File: src/rtl/irqv_pkg.sv
// Package: shared constants, class encoding and level-to-address mapping
// for the interrupt vector controller. Assumes a 16-bit word address space.
package irqv_pkg;

    localparam int                 LVL_W        = 5;
    localparam int                 ADDR_W       = 16;
    localparam logic [ADDR_W-1:0]  VEC_BASE     = 16'hFFC0;
    localparam logic [LVL_W-1:0]   LVL_RESET    = 5'd31;
    localparam logic [LVL_W-1:0]   LVL_NMI      = 5'd30;
    localparam int                 LVL_MASK_TOP = 29;

    typedef enum logic [1:0] {
        CLS_NONE  = 2'b00,
        CLS_MASK  = 2'b01,
        CLS_NMI   = 2'b10,
        CLS_RESET = 2'b11
    } irq_class_e;

    // Map a priority level to the word address of its vector slot.
    function automatic logic [ADDR_W-1:0] level_to_addr(input logic [LVL_W-1:0] lvl);
        return VEC_BASE + {10'd0, lvl, 1'b0};
    endfunction

endpackage

File: src/rtl/irqv_group_or.sv
// Module: reduces per-flag requests to one pending bit per maskable vector
// and one combined non-maskable pending bit.
// Assumes flags of group g occupy bits [g*FPV +: FPV]. Purely combinational.
module irqv_group_or #(
    parameter int NUM_MASK = 14,
    parameter int FPV      = 8,
    parameter int NMI_SRC  = 3,
    localparam int MW      = NUM_MASK * FPV
) (
    input  logic [MW-1:0]       mask_flag,
    input  logic [MW-1:0]       mask_en,
    input  logic [NMI_SRC-1:0]  nmi_flag,
    input  logic [NMI_SRC-1:0]  nmi_en,
    output logic [NUM_MASK-1:0] grp_pend,
    output logic                nmi_pend
);

    // One OR-reduction per shared vector.
    for (genvar g = 0; g < NUM_MASK; g++) begin : g_grp
        assign grp_pend[g] = |(mask_flag[g*FPV +: FPV] & mask_en[g*FPV +: FPV]);
    end

    // Non-maskable sources are gated only by their own enables.
    assign nmi_pend = |(nmi_flag & nmi_en);

endmodule

File: src/rtl/irqv_prio_enc.sv
// Module: picks the most urgent request: reset, then non-maskable, then the
// lowest-index maskable group, the latter only with the global enable set.
// Assumes NUM_MASK <= 14 so no maskable level falls below 16. Combinational.
module irqv_prio_enc
    import irqv_pkg::*;
#(
    parameter int NUM_MASK = 14
) (
    input  logic                reset_pend,
    input  logic                nmi_pend,
    input  logic [NUM_MASK-1:0] grp_pend,
    input  logic                gie,
    output logic                sel_req,
    output logic [LVL_W-1:0]    sel_level,
    output logic [ADDR_W-1:0]   sel_addr,
    output irq_class_e          sel_class
);

    logic             mask_hit;
    logic [LVL_W-1:0] mask_lvl;

    // Scan from lowest to highest priority so the highest pending group wins.
    always_comb begin
        mask_hit = 1'b0;
        mask_lvl = '0;
        for (int i = NUM_MASK - 1; i >= 0; i--) begin
            if (grp_pend[i]) begin
                mask_hit = 1'b1;
                mask_lvl = LVL_W'(LVL_MASK_TOP - i);
            end
        end
    end

    // Class arbitration between reset, non-maskable and gated maskable requests.
    always_comb begin
        sel_req   = 1'b1;
        sel_level = '0;
        sel_class = CLS_NONE;
        if (reset_pend) begin
            sel_level = LVL_RESET;
            sel_class = CLS_RESET;
        end else if (nmi_pend) begin
            sel_level = LVL_NMI;
            sel_class = CLS_NMI;
        end else if (gie && mask_hit) begin
            sel_level = mask_lvl;
            sel_class = CLS_MASK;
        end else begin
            sel_req = 1'b0;
        end
    end

    // Slot address follows from the level; zero when nothing is selected.
    assign sel_addr = sel_req ? level_to_addr(sel_level) : '0;

endmodule

File: src/rtl/irqv_reset_ctl.sv
// Module: holds the pending reset request and the erased-slot halt flag,
// and detects instruction fetches from the register or unused windows.
// Assumes reset sources are level inputs sampled each cycle; sync active-low reset.
module irqv_reset_ctl #(
    parameter logic [15:0] REG_TOP = 16'h0200,
    parameter logic [15:0] ILL_LO  = 16'h0A00,
    parameter logic [15:0] ILL_HI  = 16'h0FFF,
    parameter logic [15:0] ERASED  = 16'hFFFF
) (
    input  logic        clk,
    input  logic        rst_n,
    input  logic        por_req,
    input  logic        ext_rst_req,
    input  logic        wdt_rst_req,
    input  logic        key_viol_req,
    input  logic        fetch_valid,
    input  logic [15:0] fetch_addr,
    input  logic        rstvec_valid,
    input  logic [15:0] rstvec_data,
    input  logic        rst_taken,
    output logic        reset_pend,
    output logic        halt
);

    logic bad_fetch;
    logic any_src;
    logic erased_seen;

    // Flag fetches that land in the register window or the unused window.
    always_comb begin
        bad_fetch = fetch_valid &&
                    ((fetch_addr < REG_TOP) ||
                     ((fetch_addr >= ILL_LO) && (fetch_addr <= ILL_HI)));
    end

    assign any_src     = por_req | ext_rst_req | wdt_rst_req | key_viol_req | bad_fetch;
    assign erased_seen = rstvec_valid && (rstvec_data == ERASED);

    // Reset request: pending out of reset, set by any source, cleared on acceptance.
    always_ff @(posedge clk) begin
        if (!rst_n)         reset_pend <= 1'b1;
        else if (any_src)   reset_pend <= 1'b1;
        else if (rst_taken) reset_pend <= 1'b0;
    end

    // Halt flag: set on an erased reset slot, released by the next reset acceptance.
    always_ff @(posedge clk) begin
        if (!rst_n)           halt <= 1'b0;
        else if (erased_seen) halt <= 1'b1;
        else if (rst_taken)   halt <= 1'b0;
    end

    AST_SRC_SETS_PEND: assert property (@(posedge clk) disable iff (!rst_n)
        (por_req || ext_rst_req || wdt_rst_req || key_viol_req) |=> reset_pend);
    AST_LOW_FETCH_RST: assert property (@(posedge clk) disable iff (!rst_n)
        (fetch_valid && fetch_addr < REG_TOP) |=> reset_pend);
    AST_ERASED_HALT: assert property (@(posedge clk) disable iff (!rst_n)
        (rstvec_valid && rstvec_data == 16'hFFFF) |=> halt);
    AST_TAKE_CLEARS: assert property (@(posedge clk) disable iff (!rst_n)
        (rst_taken && !any_src) |=> !reset_pend);

endmodule

File: src/rtl/irq_vector_ctrl.sv
// Module: top of the interrupt vector controller. Combines the reset,
// non-maskable and maskable requests, keeps the global enable, and latches
// the accepted vector with a one-cycle acknowledge.
// Assumes the core asserts cpu_accept only while it can take the request.
module irq_vector_ctrl
    import irqv_pkg::*;
#(
    parameter int          NUM_MASK = 14,
    parameter int          FPV      = 8,
    parameter int          NMI_SRC  = 3,
    parameter logic [15:0] ILL_LO   = 16'h0A00,
    parameter logic [15:0] ILL_HI   = 16'h0FFF,
    localparam int         MW       = NUM_MASK * FPV
) (
    input  logic               clk,
    input  logic               rst_n,
    input  logic               por_req,
    input  logic               ext_rst_req,
    input  logic               wdt_rst_req,
    input  logic               key_viol_req,
    input  logic               fetch_valid,
    input  logic [15:0]        fetch_addr,
    input  logic               rstvec_valid,
    input  logic [15:0]        rstvec_data,
    input  logic [NMI_SRC-1:0] nmi_flag,
    input  logic [NMI_SRC-1:0] nmi_en,
    input  logic [MW-1:0]      mask_flag,
    input  logic [MW-1:0]      mask_en,
    input  logic               gie_wr,
    input  logic               gie_wdata,
    input  logic               cpu_accept,
    output logic               irq_req,
    output logic [15:0]        irq_vec_addr,
    output logic [4:0]         irq_level,
    output logic [1:0]         irq_class,
    output logic               irq_ack,
    output logic [15:0]        ack_vec_addr,
    output logic               gie,
    output logic               halt_lpm
);

    logic [NUM_MASK-1:0] grp_pend;
    logic                nmi_pend;
    logic                reset_pend;
    logic                take;
    logic                rst_taken;
    irq_class_e          sel_class;

    irqv_group_or #(
        .NUM_MASK (NUM_MASK),
        .FPV      (FPV),
        .NMI_SRC  (NMI_SRC)
    ) u_grp (
        .mask_flag (mask_flag),
        .mask_en   (mask_en),
        .nmi_flag  (nmi_flag),
        .nmi_en    (nmi_en),
        .grp_pend  (grp_pend),
        .nmi_pend  (nmi_pend)
    );

    irqv_reset_ctl #(
        .ILL_LO (ILL_LO),
        .ILL_HI (ILL_HI)
    ) u_rst (
        .clk          (clk),
        .rst_n        (rst_n),
        .por_req      (por_req),
        .ext_rst_req  (ext_rst_req),
        .wdt_rst_req  (wdt_rst_req),
        .key_viol_req (key_viol_req),
        .fetch_valid  (fetch_valid),
        .fetch_addr   (fetch_addr),
        .rstvec_valid (rstvec_valid),
        .rstvec_data  (rstvec_data),
        .rst_taken    (rst_taken),
        .reset_pend   (reset_pend),
        .halt         (halt_lpm)
    );

    irqv_prio_enc #(
        .NUM_MASK (NUM_MASK)
    ) u_prio (
        .reset_pend (reset_pend),
        .nmi_pend   (nmi_pend),
        .grp_pend   (grp_pend),
        .gie        (gie),
        .sel_req    (irq_req),
        .sel_level  (irq_level),
        .sel_addr   (irq_vec_addr),
        .sel_class  (sel_class)
    );

    assign irq_class = sel_class;
    assign take      = cpu_accept && irq_req;
    assign rst_taken = take && (sel_class == CLS_RESET);

    // Global enable: cleared on maskable or reset acceptance, otherwise loaded by writes.
    always_ff @(posedge clk) begin
        if (!rst_n)
            gie <= 1'b0;
        else if (take && (sel_class == CLS_MASK || sel_class == CLS_RESET))
            gie <= 1'b0;
        else if (gie_wr)
            gie <= gie_wdata;
    end

    // Acknowledge pulse and vector latch on acceptance.
    always_ff @(posedge clk) begin
        if (!rst_n) begin
            irq_ack      <= 1'b0;
            ack_vec_addr <= '0;
        end else begin
            irq_ack <= take;
            if (take) ack_vec_addr <= irq_vec_addr;
        end
    end

    AST_NO_RESERVED_SLOT: assert property (@(posedge clk) disable iff (!rst_n)
        irq_req |-> (irq_vec_addr >= 16'hFFE0));
    AST_RESET_WINS: assert property (@(posedge clk) disable iff (!rst_n)
        reset_pend |-> (irq_req && irq_vec_addr == 16'hFFFE));
    AST_NMI_SERVED: assert property (@(posedge clk) disable iff (!rst_n)
        (nmi_pend && !reset_pend) |-> (irq_req && irq_vec_addr == 16'hFFFC));
    AST_MASK_NEEDS_GIE: assert property (@(posedge clk) disable iff (!rst_n)
        (irq_req && irq_class == 2'b01) |-> gie);
    AST_ACK_LATCH: assert property (@(posedge clk) disable iff (!rst_n)
        take |=> (irq_ack && ack_vec_addr == $past(irq_vec_addr)));
    AST_GIE_DROP: assert property (@(posedge clk) disable iff (!rst_n)
        (take && irq_class == 2'b01) |=> !gie);

endmodule

File: config.mk
export PLATFORM = sky130hd
export DESIGN_NAME = irq_vector_ctrl
export DESIGN_NICKNAME = d
export VERILOG_FILES = /design/src/rtl/irqv_pkg.sv /design/src/rtl/irqv_group_or.sv /design/src/rtl/irqv_prio_enc.sv /design/src/rtl/irqv_reset_ctl.sv /design/src/rtl/irq_vector_ctrl.sv
export SDC_FILE = /design/constraint.sdc
export NUM_CORES = 1
export LEC_CHECK = 0
export BUFFER_PORTS_ARGS = -buffer_cell sky130_fd_sc_hd__buf_2
export CORE_AREA = 3 3 121 123
export CTS_CLUSTER_DIAMETER = 40
export DETAILED_ROUTE_END_ITERATION = 12
export DIE_AREA = 0 0 124 126
export GPL_TIMING_DRIVEN = 0
export SLEW_MARGIN = 40
export SYNTH_ARGS = -nofsm -noshare
export SYNTH_HDL_FRONTEND = slang
export SYNTH_SLANG_ARGS = --single-unit
export TNS_END_PERCENT = 30
File: constraint.sdc
create_clock -name clk -period 4.8 [get_ports clk]
set_clock_uncertainty 0.2 [all_clocks]
set_input_delay 0.48 -clock clk [delete_from_list [all_inputs] [get_ports clk]]
set_output_delay 0.48 -clock clk [all_outputs]
set_load 0.02 [all_outputs]
==> results of run 1 <==
==> cells in the final DEF, fill, tap and decap left out, types with 2 or more instances in the layout <==
cell / instances
buf_2: 304
and4_1: 5
conb_1: 2
nor4_1: 3
buf_4: 21
a22oi_2: 8
a22oi_1: 48
and2b_1: 2
a21oi_1: 11
inv_1: 5
nor2_1: 9
nand4_2: 3
nand2_1: 12
dfxtp_1: 10
nand4_1: 13
nand3_1: 2
o21a_1: 3
clkbuf_16: 3
a211oi_1: 4
==> final timing paths <==
check,slack (ps),cells past startpoint,startpoint,end
min reg2reg,250,2,u_rst.halt$_SDFFE_PN0P_,u_rst.halt$_SDFFE_PN0P_
max reg2reg,3020,7,u_rst.reset_pend$_SDFFE_PP1P_,ack_vec_addr[2]$_SDFFE_PN0P_
max,1610,9,nmi_flag[0],irq_vec_addr[3]
min,250,2,u_rst.halt$_SDFFE_PN0P_,u_rst.halt$_SDFFE_PN0P_
==> kinds of logic after synthesis <==
logic type,after synthesis
flops,10
xor+xnor,1
buf+inv,29
mux,1
other cells,1
compound gates,85
simple gates,56
==> metal layers <==
layer / global-route usage, % / wire [um] / part of all wire [%] / vias to the layer above
li1: - / - / - / 1365
met1: 10.33 / 2982 / 34 / 1168
met2: 20.59 / 4847 / 56 / 165
met3: 0.8532 / 867 / 9.9 / 4
met4: 1.095 / 31 / 0.36 / 0
met5: 0 / 0 / 0 / -
==> cell type report <==
| type | instances | area share, % |
|---|---|---|
| buffer | 22 | 5.083 |
| sequential | 10 | 6.024 |
| tap | 180 | 6.777 |
| multi-input combinational | 145 | 33.21 |
| inverter | 7 | 0.8660 |
| timing repair buffer | 304 | 45.78 |
| clock buffer | 3 | 2.259 |
==> sequential cells by signal (all words and copies together), names as in the netlist <==
name / flops
ack_vec_addr: 6
gie: 1
irq_ack: 1
u_rst.halt: 1
u_rst.reset_pend: 1
==> worst max-delay path: stages <==
cell and delay [ps]:
buf_2 90, a222oi_1 720, and2b_1 230, buf_6 150, inv_4 60, nor3_4 190, o41a_1 340, a21oi_1 70
buf_2 170
==> cell usage after synthesis, types with 2 or more instances <==
library cell / instances / area [um^2]
a211oi_1: 4 / 30.03
a21oi_1: 11 / 55.05
a22oi_1: 48 / 360.4
a22oi_2: 8 / 100.1
and2b_1: 2 / 15.01
and4_1: 5 / 43.79
buf_4: 21 / 157.7
dfxtp_1: 10 / 200.2
inv_1: 5 / 18.77
nand2_1: 12 / 45.04
nand3_1: 2 / 10.01
nand4_1: 13 / 81.33
nand4_2: 3 / 37.54
nor2_1: 9 / 33.78
nor4_1: 3 / 18.77
o21a_1: 3 / 22.52
==> through the flow <==
stage / worst slack (ps) / total power [mW] / util, %
3_5_place_dp: 1580 / 0.3040 / 23.58
4_1_cts: 1563 / 0.4487 / 24.13
5_1_grt: 1442 / 0.4750 / 24.13
6_report: 1608 / 0.4421 / 24.13
3_3_place_gp: 1584 / 0.3018 / 23.58
2_1_floorplan: 2078 / 0.1707 / -
==> power by group through the flow <==
stage | clock network, mW | logic (mW) | registers [mW]
after floorplan | 0 | 0.0723 | 0.0984
after global placement | 0 | 0.209 | 0.0931
after detailed placement | 0 | 0.211 | 0.0933
after CTS | 0.145 | 0.211 | 0.0921
after global routing | 0.152 | 0.230 | 0.0926
final | 0.142 | 0.208 | 0.0920
==> run metrics, run 1 <==
outcome=finished clean; antenna cells=0; sequential power share=20.8%; Slew headroom=46.75%; final setup fails=0; ratio of cells with drive above 1 in the final layout=71.28%; Final Non-Filler Cells=671; Starting Density=10.87%; largest net degree at the start of global routing=12; post-synthesis xor/xnor area fraction=0.5848%; DR DRC count=0; die footprint=15,620 um^2; RSZ-0062 raised after global routing=no; maxcap violations=0; Netlist cell types=40; clk_lat worst skew=230 ps; Synth Area in Simple Gates=26.23%; Setup TNS Final=0 ps; period utilisation layout=66.49%; compound-cell area share of the yosys netlist=45.70%; switching share of power=28.63%; Pre-antenna DRT Iters=5; routed vias=2,702; vias in the first global route=2,540; maximum fanout along the worst path=10; # port buffers=304; first-pass GRT wire length=11,900 um; setup bufs post-CTS=0; P_leak=1.766 nW; Final #Nets=766; Adder-Cell Fraction of Synth Area=0%; Seq. cell area=200.2 um^2; initial antenna violation count=0; Iteration-0 DRC Markers=61; Synth Warn #=0; proportion of synthesized area in mux cells=0.6683%; WS Path Type=in2out; Filler Cell Count=1,584; clock root buffer=clkbuf_16; Routed WL=8729 um; area delta synth->final=121.9%; Pwr Density=133.0 nW/um^2; DIE HEIGHT=126 um; FFs w/ async S/R, synth=0%; Seq/Total Area, Yosys=13.37%; multi-input logic area=1104 um^2; grt ovf=0; # IOs=316; Num CTS Buffers=3; GPL Wtd Cong=0.7930; Clock Sinks=10; syn avg cell area=8.184 um^2; fin area=3323 um^2; CTS tree=built; internal power=0.3155 mW; Rows=43; Hold Path Class=reg2reg; Crit path required time=4120 ps; hold buffer count at cts=0; clock group share of total power=32.2%; H-tree Lvls=1; GRT Total Usage=9.747%; f_max=313.3 MHz; Crit. End Element=output pin; DR vias/cell=4.027; Worst Setup Start Kind=input port; post_cts resized=0; antenna viol nets, final=0; worst vdd ir=117.9 uV; number of synthesized flops with an enable pin=0; Post-DP HPWL=8212 um; Max clock buf depth=2; largest family of logic cells by synthesized area=compound AO/OA/AOI/OAI gates; CP Data Arrival Time=2510 ps; Synth Register Bits=10; final-report hold violation count=0; Reg clk slew, reported paths=40 ps; Logic pwr share=47.0%; Synth Cell Area=1498 um^2; fin crit period=3192 ps; Post-DP Area=3248 um^2; Avg WL per Cell=13.01 um; Core Box Area=13,770 um^2; Synth Flop Type=dfxtp_1; Die W=124 um; Max Slew Vio Count=0; Cells after Synth=183; Net Sw Power=0.1266 mW; dpl cells=668; measured slew at the worst slew-check pin=798.8 ps; hold slack final=247.7 ps
Note: power is estimated with default switching activity, not from simulation.
==> inputs of run 2 (changes only) <==
- ABC_AREA: default -> 1
- clock period: 4.8 -> 3.2 ns (I/O delays scaled with it)
==> run 2 against run 1 <==
First-iteration DRC count is 23% higher. Final cell count is 19% higher. Register-to-register slack worse by 1500 ps. Wire length decreased by 0.61%. Global-route usage grew 0.21 points. Final area grew 6.6%.
==> run metrics, run 2 <==
Buf/Inv on CP=4 (unchanged); Post-DP HPWL=8248 um (+0.43%); Synth Flop Type=dfxtp_1; number of synthesized flops with an enable pin=0 (unchanged); dpl cells=796 (+19%); Die W=124 um (unchanged); fin area=3543 um^2 (+6.6%); P_leak=2.110 nW (+20%); Rows=43 (unchanged); Core Box Area=13,770 um^2 (unchanged); period utilisation layout=81.45%; compound-cell area share of the yosys netlist=11.97% (-34 points); grt ovf=0 (unchanged); Synth Cell Area=1704 um^2 (+14%); RSZ-0062 raised after global routing=no; Post-DP Area=3455 um^2 (+6.4%); # port buffers=304 (unchanged); Worst Setup Start Kind=input port; cell taking the most area after synthesis=nand2_1; post_cts resized=0 (unchanged); Seq/Total Area, Yosys=11.75% (-1.6 points); antenna cells=0 (unchanged); # IOs=316 (unchanged); final setup fails=0 (unchanged); power after layout=0.7133 mW (+61%); maxcap violations=0 (unchanged); f_max=383.6 MHz; ranking of synthesized cells by area=nand2_1, dfxtp_1, buf_4; maximum fanout along the worst path=11 (+1); Starting Density=12.37% (+1.5 points); DR DRC count=0 (unchanged); Adder-Cell Fraction of Synth Area=0% (unchanged); Synth Warn #=0 (unchanged); Max Slew Vio Count=0 (unchanged); fin crit period=2607 ps; Netlist cell types=34 (-15%); outcome=finished clean; GRT Total Usage=9.958% (+0.21 points); Num CTS Buffers=3 (unchanged); final-report hold violation count=0 (unchanged); proportion of synthesized area in mux cells=0% (-0.67 points); Slowest cell on crit path=nor2_1; vias in the first global route=2,806 (+10%); Crit. End Element=output pin; DR vias/cell=3.735 (-7.2%); DIE HEIGHT=126 um (unchanged); post-synthesis xor/xnor area fraction=0% (-0.58 points); ratio of cells with drive above 1 in the final layout=56.94% (-14 points); Clock Sinks=10 (unchanged); first-pass GRT wire length=12,500 um (+5.1%); CP Data Arrival Time=2090 ps (-420 ps); Setup TNS Final=0 ps (unchanged); Biggest register=ack_vec_addr; Synth Register Bits=10 (unchanged); FFs w/ async S/R, synth=0% (unchanged); area delta synth->final=107.9%; hold buffer count at cts=0 (unchanged); H-tree Lvls=1 (unchanged); Final #Nets=894 (+17%); clock root buffer=clkbuf_16; GPL Wtd Cong=0.7669 (-3.3%); antenna viol nets, final=0 (unchanged); setup bufs post-CTS=0 (unchanged); die footprint=15,620 um^2 (unchanged); syn avg cell area=5.480 um^2 (-33%); WS Path Type=in2out; Pre-antenna DRT Iters=4 (-1); clk_lat worst skew=240 ps (about the same); top cell type's share of synthesized area=31.50% (+7.4 points); most common cell in the netlist=nand2_1; Iteration-0 DRC Markers=75 (+23%); Synth Area in Simple Gates=59.47% (+33 points); peak per-stage delay on the critical path=380 ps (-340 ps); Synth top cells by count=nand2_1, inv_1, nor2_1, buf_4, nand4_1; initial antenna violation count=0 (unchanged); Cells after Synth=311 (+70%); commonest non-fill, non-tap cell in the layout=buf_2; most frequent cells in the layout=buf_2, nand2_1, inv_1, nor2_1, buf_4; Crit path max-delay family=simple AND/OR/NAND/NOR gates; Routed WL=8676 um (-0.61%); CTS tree=built; routed vias=2,988 (+11%); Pwr Density=201.3 nW/um^2 (+51%); worst vdd ir=112.1 uV (-4.9%); largest family of logic cells by synthesized area=simple AND/OR/NAND/NOR gates; Reg clk slew, reported paths=40 ps (about the same); Crit path required time=2680 ps (-1440 ps); Avg WL per Cell=10.85 um (-17%); Largest register FFs=6 (unchanged); crit path cell chain=buf_2 > nand2_1 > nand3_1 > nor2_1 > clkbuf_1 > nand3_1 > buf_4 > buf_2; Hold Path Class=in2reg; Final Non-Filler Cells=800 (+19%); largest net degree at the start of global routing=12 (unchanged); Max clock buf depth=2 (unchanged)
run 2: cells by family (layout without fill, tap and decap cells):
logic type | Yosys count | in the layout
buf+inv | 54 | 362
simple gates | 221 | 221
other cells | 1 | 2
flops | 10 | 10
compound gates | 25 | 25
run 2: through the flow:
stage / utilization, % / setup WS, ps / hold WS (ps)
final: 25.73 / 593.4 / 109.7
after detailed placement: 25.08 / 572.7 / 271.7
after global placement: 25.08 / 587.3 / 260.1
after global routing: 25.73 / 366.0 / 132.1
after floorplan: - / 915.0 / 213.5
after CTS: 25.73 / 574.4 / 103.2
run 2: cell type report:
cell class                      instances  area [um^2]
Fill cell                            1626        10230
Buffer                                 22        161.4
Timing Repair Buffer                  304         1521
Sequential cell                        10        200.2
Clock buffer                            4        88.84
Inverter                               32        121.4
Multi-Input combinational cell        248         1225
Tap cell                              180        225.2
run 2: final timing paths:
check | startpoint | to | slack (ps) | cells after the start
worst max-delay path | nmi_en[0] | irq_vec_addr[9] | 590 | 8
worst min-delay path | key_viol_req | u_rst.reset_pend$_SDFFE_PP1P_ | 110 | 3
worst max register to register | u_rst.reset_pend$_SDFFE_PP1P_ | ack_vec_addr[3]$_SDFFE_PN0P_ | 1550 | 5
worst min register to register | ack_vec_addr[1]$_SDFFE_PN0P_ | ack_vec_addr[1]$_SDFFE_PN0P_ | 280 | 2
run 2: power breakdown:
| part | leakage (nW) | switching (mW) | internal [mW] | total (mW) |
|---|---|---|---|---|
| clock | 0.0442 | 0.0578 | 0.188 | 0.246 |
| combinational | 1.98 | 0.147 | 0.182 | 0.329 |
| sequential | 0.0830 | 0.00643 | 0.132 | 0.139 |
run 2: layer usage:
layer	GRT usage (%)	part of all wire, %	vias to the layer above
met3	1.302	10	5
met1	12.29	39	1219
li1	-	-	1599
met2	18.58	50	165
met4	1.353	0.53	0
met5	0	0	-
run 2: tightest hold or removal path, delay by kind of cell:
kind	cells	cell delay (ps)
simple gates	1	30
compound gates	1	80
buf+inv	1	80
==> inputs of run 3 (changes only) <==
- clock period: 3.2 -> 2.09 ns (I/O delays scaled with it)
==> run 3 against run 2 <==
The run now ends with setup timing left. Clock power up 54%. Die area unchanged. Largest power group unchanged. Non-clock buffer count up 15. Critical path type unchanged.
==> run metrics, run 3 (same netlist as run 2, synthesis figures left out) <==
die footprint=15,620 um^2 (unchanged); dpl cells=796 (unchanged); Die W=124 um (unchanged); Crit path required time=1680 ps (-1000 ps); period utilisation layout=102.3%; Slowest cell on crit path=a22o_1; Routed WL=9126 um (+5.2%); clk_lat worst skew=240 ps (about the same); largest net degree at the start of global routing=12 (unchanged); final setup fails=14 (+14); GPL Wtd Cong=0.7669 (unchanged); grt ovf=0 (unchanged); Pwr Density=292.3 nW/um^2 (+45%); antenna viol nets, final=0 (unchanged); Reg clk slew, reported paths=40 ps (about the same); final-report hold violation count=0 (unchanged); Most common cell on crit path=buf_6; area delta synth->final=130.3%; worst vdd ir=171.4 uV (+53%); Buf/Inv on CP=4 (unchanged); Final Non-Filler Cells=816 (+2.0%); crit path cell chain=buf_6 > a22o_1 > nor2_2 > nand3_2 > nor2_4 > nand2_2 > o21ai_4 > buf_6 > nand3_4 > buf_6 > buf_6; hold wc startpoint=cpu_accept; RSZ-0062 raised after global routing=yes; DIE HEIGHT=126 um (unchanged); Clock Sinks=10 (unchanged); Iteration-0 DRC Markers=79 (+5.3%); Rows=43 (unchanged); Starting Density=12.37% (unchanged); Layout Utilization=28.50% (+2.8 points); commonest non-fill, non-tap cell in the layout=buf_2; # port buffers=304 (unchanged); WS Path Type=in2out; Largest register FFs=6 (unchanged); Crit. End Element=output pin; vias in the first global route=2,826 (+0.71%); outcome=finished, violations left; most frequent cells in the layout=buf_2, nand2_1, buf_4, buf_6, inv_1; clock root buffer=clkbuf_16; CTS tree=built; CP Data Arrival Time=1730 ps (-360 ps); ratio of cells with drive above 1 in the final layout=61.95% (+5.0 points); Worst Setup Start Kind=input port; peak per-stage delay on the critical path=230 ps (-150 ps); Pre-antenna DRT Iters=4 (unchanged); Filler Cell Count=1,594 (-2.0%); Max clock buf depth=2 (unchanged); DR vias/cell=3.800 (+1.7%); R2R Path Start=u_rst.reset_pend$_SDFFE_PP1P_; routed vias=3,101 (+3.8%); Final #Nets=910 (+1.8%); Crit path max-delay family=simple AND/OR/NAND/NOR gates; Num CTS Buffers=3 (unchanged); Worst setup startpoint=mask_en[33]; fin crit period=2137 ps; P_leak=2.268 nW (+7.5%); GRT Total Usage=10.04% (+0.083 points); first-pass GRT wire length=12,620 um (+0.94%); Post-DP HPWL=8248 um (unchanged); DR DRC count=0 (unchanged); Biggest register=ack_vec_addr; final setup margin=-47.25 ps (-640.7 ps); antenna cells=0 (unchanged); Avg WL per Cell=11.18 um (+3.1%); # IOs=316 (unchanged); maxcap violations=0 (unchanged); failing checks=setup timing; H-tree Lvls=1 (unchanged); Max Slew Vio Count=0 (unchanged); maximum fanout along the worst path=6 (-5); f_max=467.9 MHz; Setup TNS Final=-473.0 ps (-473.0 ps); Hold Path Class=in2reg; Core Box Area=13,770 um^2 (unchanged); initial antenna violation count=0 (unchanged)
==> run 3: cell count changes in the layout (fill, tap and decap cells not counted), moves of 9 or more <==
cell / delta
buf_6: +26
buf_2: -22
buf_4: +9
nand2_2: +11
nand2_1: -12
==> run 3: metal layers <==
metal	wire, um	GRT usage, %	up-vias
li1	-	-	1635
met1	3452	12.48	1300
met2	4754	18.64	161
met3	872	1.302	5
met4	46	1.353	0
met5	0	0	-
==> run 3: final cells by class <==
cell class                      count  area [um^2]  share of cell area (%)
Sequential cell                    10        200.2                   5.100
Timing Repair Buffer              319         1769                   45.08
Tap cell                          180        225.2                   5.738
Buffer                             22        185.2                   4.718
Inverter                           32        122.6                   3.124
Clock buffer                        4        88.84                   2.263
Multi-Input combinational cell    249         1334                   33.98
==> run 3: per-stage QoR <==
step	hold WS (ps)	cell area, um^2	setup WS (ps)	power, mW
4_1_cts	30.24	3605	-120.7	1.118
6_report	28.92	3925	-47.25	1.147
3_5_place_dp	236.5	3455	-315.3	0.7261
5_1_grt	40.55	3925	-169.9	1.234
3_3_place_gp	243.2	3455	-300.8	0.7215
2_1_floorplan	102.5	1708	26.96	0.4269
==> run 3: path summary, 6_finish.rpt <==
check	end	slack, ps	cells past startpoint
worst min-delay path	gie$_SDFFE_PP0P_	30	2
worst min register to register	ack_vec_addr[1]$_SDFFE_PN0P_	280	2
worst max-delay path	irq_vec_addr[8]	-50	11
worst max register to register	u_rst.reset_pend$_SDFFE_PP1P_	440	3
==> run 3: worst reg2reg max path: cells and delay by family, from the launching register on <==
kind	cells	cell delay, ps
buf+inv	1	570
compound gates	2	430
flops	1	330
==> run 3: report_power, final <==
part | internal, mW | total [mW] | switching (mW) | leakage (nW)
registers | 0.203 | 0.212 | 0.00997 | 0.0830
clock network | 0.288 | 0.379 | 0.0916 | 0.0442
logic | 0.309 | 0.555 | 0.247 | 2.14
==> run 3: repair_timing <==
item,in CTS,in global routing
pin swaps,5,33
buffers inserted,3,10
gates cloned,0,1
hold endpoints to repair,1,0
resized for setup,7,69
setup endpoints to repair,18,22
hold buffers,2,0
